**src/rtl/intr_pkg.sv**
```systemverilog
package intr_pkg;

    typedef struct packed {
        logic pend;
        logic snap;
    } cell_st_t;

    typedef struct packed {
        logic ack_act;
    } top_st_t;

endpackage

```
**src/rtl/intr_cell.sv**
```systemverilog
module intr_cell
    import intr_pkg::*;
#(
    parameter int          VEC_W  = 8,
    parameter logic [VEC_W-1:0] VEC_ID = '0
) (
    input  logic             clk,
    input  logic             rst_n,
    input  logic             req_i,
    input  logic             snap_i,
    input  logic             hold_i,
    input  logic             take_i,
    input  logic             ack_i,
    output logic             ack_o,
    output logic             win_o,
    output logic             snap_o,
    output logic             pend_o,
    output logic [VEC_W-1:0] vec_o
);

    cell_st_t st_d, st_q;

    always_comb begin
        win_o  = ack_i & st_q.snap;
        ack_o  = ack_i & ~st_q.snap;
        vec_o  = win_o ? VEC_ID : '0;
        snap_o = st_q.snap;
        pend_o = st_q.pend;

        st_d      = st_q;
        st_d.pend = (st_q.pend & ~(win_o & take_i)) | req_i;
        if (snap_i)
            st_d.snap = st_q.pend;
        else if (!hold_i)
            st_d.snap = 1'b0;
    end

    always_ff @(posedge clk) begin
        if (!rst_n) st_q <= '0;
        else        st_q <= st_d;
    end


    take_clears_chk: assert property (@(posedge clk) disable iff (!rst_n)
        (win_o && take_i && !req_i) |=> !pend_o);


    snap_frozen_chk: assert property (@(posedge clk) disable iff (!rst_n)
        (hold_i && !snap_i) |=> $stable(snap_o));

endmodule

```
**src/rtl/intr_chain.sv**
```systemverilog
module intr_chain
    import intr_pkg::*;
#(
    parameter int               CELLS    = 4,
    parameter int               VEC_W    = 8,
    parameter logic [VEC_W-1:0] VEC_BASE = '0
) (
    input  logic             clk,
    input  logic             rst_n,
    input  logic [CELLS-1:0] req_i,
    input  logic             snap_i,
    input  logic             hold_i,
    input  logic             take_i,
    input  logic             grant_i,
    output logic             any_snap_o,
    output logic             any_pend_o,
    output logic             win_o,
    output logic [VEC_W-1:0] vec_o
);

    logic [CELLS:0]   ack_w;
    logic [CELLS-1:0] win_w, snap_w, pend_w;
    logic [VEC_W-1:0] vec_w [CELLS];

    assign ack_w[0] = grant_i;

    for (genvar c = 0; c < CELLS; c++) begin : g_cell
        localparam logic [VEC_W-1:0] ID = VEC_BASE + VEC_W'(c);
        intr_cell #(.VEC_W(VEC_W), .VEC_ID(ID)) u_cell (
            .clk    (clk),
            .rst_n  (rst_n),
            .req_i  (req_i[c]),
            .snap_i (snap_i),
            .hold_i (hold_i),
            .take_i (take_i),
            .ack_i  (ack_w[c]),
            .ack_o  (ack_w[c+1]),
            .win_o  (win_w[c]),
            .snap_o (snap_w[c]),
            .pend_o (pend_w[c]),
            .vec_o  (vec_w[c])
        );
    end

    always_comb begin
        vec_o = '0;
        for (int c = 0; c < CELLS; c++) vec_o = vec_o | vec_w[c];
    end

    assign any_snap_o = |snap_w;
    assign any_pend_o = |pend_w;
    assign win_o      = |win_w;


    one_winner_chk: assert property (@(posedge clk) disable iff (!rst_n)
        $onehot0(win_w));


    tail_blocked_chk: assert property (@(posedge clk) disable iff (!rst_n)
        (|win_w) |-> !ack_w[CELLS]);

endmodule

```
**src/rtl/intr_grp_pick.sv**
```systemverilog
module intr_grp_pick #(
    parameter int GROUPS = 2
) (
    input  logic [GROUPS-1:0] hit_i,
    output logic [GROUPS-1:0] sel_o
);

    always_comb begin
        sel_o = '0;
        for (int g = GROUPS - 1; g >= 0; g--) begin
            if (hit_i[g]) sel_o = GROUPS'(1) << g;
        end
    end

endmodule

```
**src/rtl/intr_chain_top.sv**
```systemverilog
module intr_chain_top
    import intr_pkg::*;
#(
    parameter int               GROUPS   = 2,
    parameter int               CELLS    = 4,
    parameter int               VEC_W    = 8,
    parameter logic [VEC_W-1:0] VEC_BASE = 8'h20
) (
    input  logic                    clk,
    input  logic                    rst_n,
    input  logic [GROUPS*CELLS-1:0] dev_req,
    input  logic                    cpu_ack,
    input  logic                    vec_take,
    output logic                    cpu_irq,
    output logic                    vec_valid,
    output logic [VEC_W-1:0]        vec_bus
);

    top_st_t st_d, st_q;

    logic              snap_w;
    logic [GROUPS-1:0] hit_w, sel_w, pend_w, win_w;
    logic [VEC_W-1:0]  gvec_w [GROUPS];

    always_comb begin
        st_d         = st_q;
        st_d.ack_act = cpu_ack;
        snap_w       = cpu_ack & ~st_q.ack_act;
    end

    always_ff @(posedge clk) begin
        if (!rst_n) st_q <= '0;
        else        st_q <= st_d;
    end

    intr_grp_pick #(.GROUPS(GROUPS)) u_pick (
        .hit_i (hit_w),
        .sel_o (sel_w)
    );

    for (genvar g = 0; g < GROUPS; g++) begin : g_grp
        localparam logic [VEC_W-1:0] GBASE = VEC_BASE + VEC_W'(g * CELLS);
        intr_chain #(.CELLS(CELLS), .VEC_W(VEC_W), .VEC_BASE(GBASE)) u_chain (
            .clk        (clk),
            .rst_n      (rst_n),
            .req_i      (dev_req[g*CELLS +: CELLS]),
            .snap_i     (snap_w),
            .hold_i     (st_q.ack_act),
            .take_i     (vec_take & st_q.ack_act),
            .grant_i    (st_q.ack_act & sel_w[g]),
            .any_snap_o (hit_w[g]),
            .any_pend_o (pend_w[g]),
            .win_o      (win_w[g]),
            .vec_o      (gvec_w[g])
        );
    end

    always_comb begin
        vec_bus = '0;
        for (int g = 0; g < GROUPS; g++) vec_bus = vec_bus | gvec_w[g];
    end

    assign vec_valid = |win_w;
    assign cpu_irq   = |pend_w;


    one_group_chk: assert property (@(posedge clk) disable iff (!rst_n)
        $onehot0(win_w));


    idle_bus_chk: assert property (@(posedge clk) disable iff (!rst_n)
        !st_q.ack_act |-> (vec_bus == '0 && !vec_valid));


    req_raises_chk: assert property (@(posedge clk) disable iff (!rst_n)
        (|dev_req) |=> cpu_irq);


    idle_take_chk: assert property (@(posedge clk) disable iff (!rst_n)
        (cpu_irq && vec_take && !st_q.ack_act) |=> cpu_irq);

endmodule

```
**config.mk**
```make
export PLATFORM = sky130hd
export DESIGN_NAME = intr_chain_top
export DESIGN_NICKNAME = d
export VERILOG_FILES = /design/src/rtl/intr_pkg.sv /design/src/rtl/intr_cell.sv /design/src/rtl/intr_chain.sv /design/src/rtl/intr_grp_pick.sv /design/src/rtl/intr_chain_top.sv
export SDC_FILE = /design/constraint.sdc
export NUM_CORES = 1
export LEC_CHECK = 0
export BUFFER_PORTS_ARGS = -buffer_cell sky130_fd_sc_hd__buf_2
export CAP_MARGIN = 20
export CELL_PAD_IN_SITES_DETAIL_PLACEMENT = 1
export CELL_PAD_IN_SITES_GLOBAL_PLACEMENT = 1
export CORE_UTILIZATION = 45
export DETAILED_ROUTE_END_ITERATION = 6
export PLACE_DENSITY = 0.84
export SYNTH_ARGS = -nofsm -noshare
export SYNTH_HDL_FRONTEND = slang
export SYNTH_HIERARCHICAL = 1
export SYNTH_SLANG_ARGS = --single-unit
export TNS_END_PERCENT = 20
```
**constraint.sdc**
```tcl
create_clock -name clk -period 7.56 [get_ports clk]
set_input_delay 0.756 -clock clk [delete_from_list [all_inputs] [get_ports clk]]
set_output_delay 0.756 -clock clk [all_outputs]
set_load 0.05 [all_outputs]
```
; Word-level counts from Yosys, hierarchy flattened
; Cells that the tools add are included.
[op_classes]
n_eq_ne = 1
muxes = 19
bitwise_logic = 64
reduce_logical = 4
[ops]
columns = cell, n
row1 = 2-to-1 mux 6 bit, 8
row2 = bitwise AND 1 bit, 34
row3 = bitwise OR 8 x 6 -> 8 bit, 4
row4 = OR reduction 8 bit, 2
row5 = NOT 1 bit, 15
row6 = bitwise OR 6 bit, 2
row7 = 2-to-1 mux 1 bit, 9
row8 = bitwise OR 1 bit, 8
row9 = bitwise OR 8 bit, 1
row10 = OR reduction 4 bit, 2
row11 = 2-to-1 mux 2 bit, 2
row12 = "!= test 2 x 1 -> 1 bit, second input constant", 1
[word_totals]
register_bits = 17
input_bits = 12
elab_cells = 105

; Longest topological paths before layout
[depth]
depth_word = 12
ltp_mapped = 10
ltp_nobuf = 9

; Hierarchy
; The synthesis kept the hierarchy.
[by_module_without_submodules]
columns = module, n_inst, cells_each, area_per_inst_um2, seq_area_each_um2
row1 = intr_cell, 8, 19, 153.9, 40.0
row2 = intr_chain, 2, 11, 82.6, 0.0
row3 = intr_chain_top, 1, 16, 113.9, 20.0
row4 = intr_grp_pick, 1, 2, 21.3, 0.0

; Worst setup path after synthesis
; No wires, ideal clock.
[synth_timing]
kind = register -> output
start = register g_grp[0].u_chain.g_cell[1].u_cell.st_q (netlist bit g_grp[0].u_chain/g_cell[1].u_cell/snap_o)
end = output vec_bus[5]
arrival_ns = 2.795
required_time_ns = 6.804
setup_slack_ns = 4.009
stages_incl_launch_ff = 11
path_cell_list = dfxtp_1 -> or4_1 -> buf_4 -> and2_1 -> and2b_2 -> and2b_2 -> and2b_2 -> and2_4 -> buf_4 -> or4_1 -> or2_1
[synth_rtl]
columns = element, line_no
row1 = from (decl), intr_cell.sv:21  ; cell_st_t st_d, st_q;
row2 = from (signal assigned), intr_cell.sv:40  ; else st_q <= st_d;
row3 = to (decl), intr_chain_top.sv:16  ; output logic [VEC_W-1:0] vec_bus

; Final worst setup path
[layout_timing]
start = register g_grp[1].u_chain.g_cell[1].u_cell.st_q (netlist bit g_grp[1].u_chain/g_cell[1].u_cell/snap_o)
end = output vec_valid
[layout_via]
elab_chain_len = 9
[layout_rtl]
columns = element, line_no
row1 = from (decl), intr_cell.sv:21
row2 = from (signal assigned), intr_cell.sv:40
row3 = OR reduction 4 bit, intr_chain.sv:50  ; assign any_snap_o = |snap_w;
row4 = named net hit_w[1], intr_chain_top.sv:22  ; logic [GROUPS-1:0] hit_w, sel_w, pend_w, win_w;
row5 = 2-to-1 mux 2 bit (2 in series), intr_grp_pick.sv:11  ; if (hit_i[g]) sel_o = GROUPS'(1) << g;
row6 = named net sel_w[1], intr_chain_top.sv:22
row7 = bitwise AND 1 bit, intr_chain_top.sv:50  ; .grant_i (st_q.ack_act & sel_w[g]),
row8 = bitwise AND 1 bit, intr_cell.sv:25  ; ack_o = ack_i & ~st_q.snap;
row9 = named net g_grp[1].u_chain.ack_w[1], intr_chain.sv:21  ; logic [CELLS:0] ack_w;
row10 = bitwise AND 1 bit, intr_cell.sv:25
row11 = named net g_grp[1].u_chain.ack_w[2], intr_chain.sv:21
row12 = bitwise AND 1 bit, intr_cell.sv:25
row13 = named net g_grp[1].u_chain.ack_w[3], intr_chain.sv:21
row14 = bitwise AND 1 bit, intr_cell.sv:24  ; win_o = ack_i & st_q.snap;
row15 = named net g_grp[1].u_chain.win_w[3], intr_chain.sv:22  ; logic [CELLS-1:0] win_w, snap_w, pend_w;
row16 = OR reduction 8 bit, intr_chain_top.sv:63  ; assign vec_valid = |win_w;
row17 = to (decl), intr_chain_top.sv:15  ; output logic vec_valid,
; The timed path passes the listed nets, and every way through them passes these cells.

==> flow_summary.ini <==
[final_layout]
final_common_cell = conb_1
area_growth_pct = -12.2
fill_cells = 423
regArea_um2 = 340
mostFrequentLayoutCells = 44 x conb_1, 22 x or4_1, 17 x dfxtp_1, 17 x buf_2, 10 x or2_1
design_area_mm2 = 0.00133
layout-drive-gt1-share = 0.198
antennaDiodeCount = 0
finalNetCount = 195
multiInputGateArea_um2 = 791

[timing]
period_share = 0.511
tightestPinTransition_ns = 0.816
fin_worst_skew_ns = 0.00973
fin_crit_ns = 3.87
slew_violations = 0
finalHoldViolations = 0
timing.fmax_mhz = 259
rsz0062_at_grt = no
slew_headroom = 0.455
tns_ns = 0
setup_viol = 0

[placement]
port_buffers = 17
dpl.hpwl_um = 2130
gp_congestion = 0.778
placed_area_mm2 = 0.00130

[cts]
ctsLongestPathBuffers = 2
root_buffer = clkbuf_4
cts_tree = built
clk_latency_ns = 0.30
ctsHoldBuffers = 0
cts_max_level = 1
numCtsBuffers = 3
cts_setup_buffers = 0
clkTransAtPathRegs_ns = 0.11
clock_sinks = 17
ctsResizeCount = 0

[grt]
overflow = 0
grt_usage = 0.165
grt_pass1_vias = 1012
grt_pass1_wl_um = 4350
grt_max_degree = 26
antenna_found_initial = 0

[setup_path]
crit_fanout = 6
slowest_stage = or4_1
path_cells = or4_1, nor2b_4, and2_1, and2b_2, and2b_2, and2b_2, and2_4, or4_1, or2_1, buf_2
crit-reg2reg-launch = g_grp[1].u_chain/g_cell[1].u_cell/snap_o
reg2reg_to = g_grp[1].u_chain/g_cell[3].u_cell/pend_o
crit_path_frequent_cell = and2b_2
regToRegSetupSlack_ns = 5.40
worst_setup_path_end_kind = output pin
start_kind = register
cp.required_ns = 6.80
slowest_delay_ns = 0.54
critical_path_class = reg2out
cp.arrival_ns = 3.11
reg2regPathDepth = 8

[yosys]
synthCells = 190
syn_avg_cell_area_um2 = 7.97
yosys_warnings = 6
netlist_area_mm2 = 0.00151

[outcome]
outcome = finished, final reports clean

[detailed_routing]
wl_per_cell_um = 11.7
num_vias = 1046
remaining_drc_errors = 0
routed_wl_um = 2640
ant_nets = 0
first_pass_iters = 4
via_per_inst = 4.63
drt_iter0_markers = 41

[floorplan]
boundaryPins = 22
die_h_um = 60
core_mm2 = 0.00313
start_util = 0.484
core.rowCount = 20
die_w_um = 60
die_area_mm2 = 0.00360

[min_path]
hp-class = reg2reg
holdCritStartpoint = g_grp[1].u_chain/g_cell[3].u_cell/pend_o
min_to = g_grp[1].u_chain/g_cell[3].u_cell/snap_o
hold_depth = 2

[power_and_ir_drop]
ir_drop_uv = 72.3
powerDensity_mw_per_mm2 = 134
total_leakage_power_uw = 0.000747

[flow_run]
drv_cap = 0
-- worst max path at each step --
stage	from	to	slack, ns	cells past startpoint
2_1_floorplan	g_grp[0].u_chain/g_cell[1].u_cell/snap_o	vec_bus[5]	4.02	10
3_3_place_gp	g_grp[1].u_chain/g_cell[1].u_cell/snap_o	vec_valid	4.05	10
3_5_place_dp	g_grp[1].u_chain/g_cell[1].u_cell/snap_o	vec_valid	4.01	10
4_1_cts	g_grp[1].u_chain/g_cell[1].u_cell/snap_o	vec_valid	3.67	10
5_1_grt	g_grp[1].u_chain/g_cell[1].u_cell/snap_o	vec_valid	3.59	10
6_report	g_grp[1].u_chain/g_cell[1].u_cell/snap_o	vec_valid	3.69	10
-- stage by stage --
stage / power, uW / util / setup WS [ns] / cells / hold slack [ns]
global route: 188 / 0.425 / 3.59 / 226 / 0.515
CTS: 180 / 0.425 / 3.67 / 226 / 0.489
global placement: 127 / 0.416 / 4.05 / 222 / 0.465
finish: 177 / 0.425 / 3.69 / 226 / 0.491
floorplan: 136 / - / 4.02 / 226 / 0.438
detailed placement: 129 / 0.416 / 4.01 / 222 / 0.478
-- where the power goes --
part	internal (uW)	switching (uW)	leakage, uW	total (uW)
registers	94.4	5.02	0.000141	99.5
logic	11.7	16.7	0.000588	28.4
clock network	19.7	29.9	0.0000177	49.6
total	126	51.6	0.000747	177
-- worst max-delay path, delay by kind of cell, from the launching register on --
family                 cells  cell delay (ns)
and+or+nand+nor            9             2.28
DFF                        1             0.35
buffers and inverters      1             0.21
-- area by class of cell --
cell class / count / area share
clock buffer: 3 / 0.0169
timing repair buffer: 17 / 0.0640
multi-input combinational: 136 / 0.595
inverter: 8 / 0.0226
sequential: 17 / 0.256
tap: 44 / 0.0414
clock inverter: 1 / 0.00377
-- flip-flops by register name (all words and copies together) (netlist names) --
register	cells
g_grp.u_chain/g_cell.u_cell/pend_o	8
st_q	1
g_grp.u_chain/g_cell.u_cell/snap_o	8
-- layer usage --
layer  share of wire  global-route usage
met5               0                   0
met4          0.0072              0.0698
met3           0.026              0.0325
met2            0.52               0.289
met1            0.44               0.194
(Power assumes the default switching activity.)
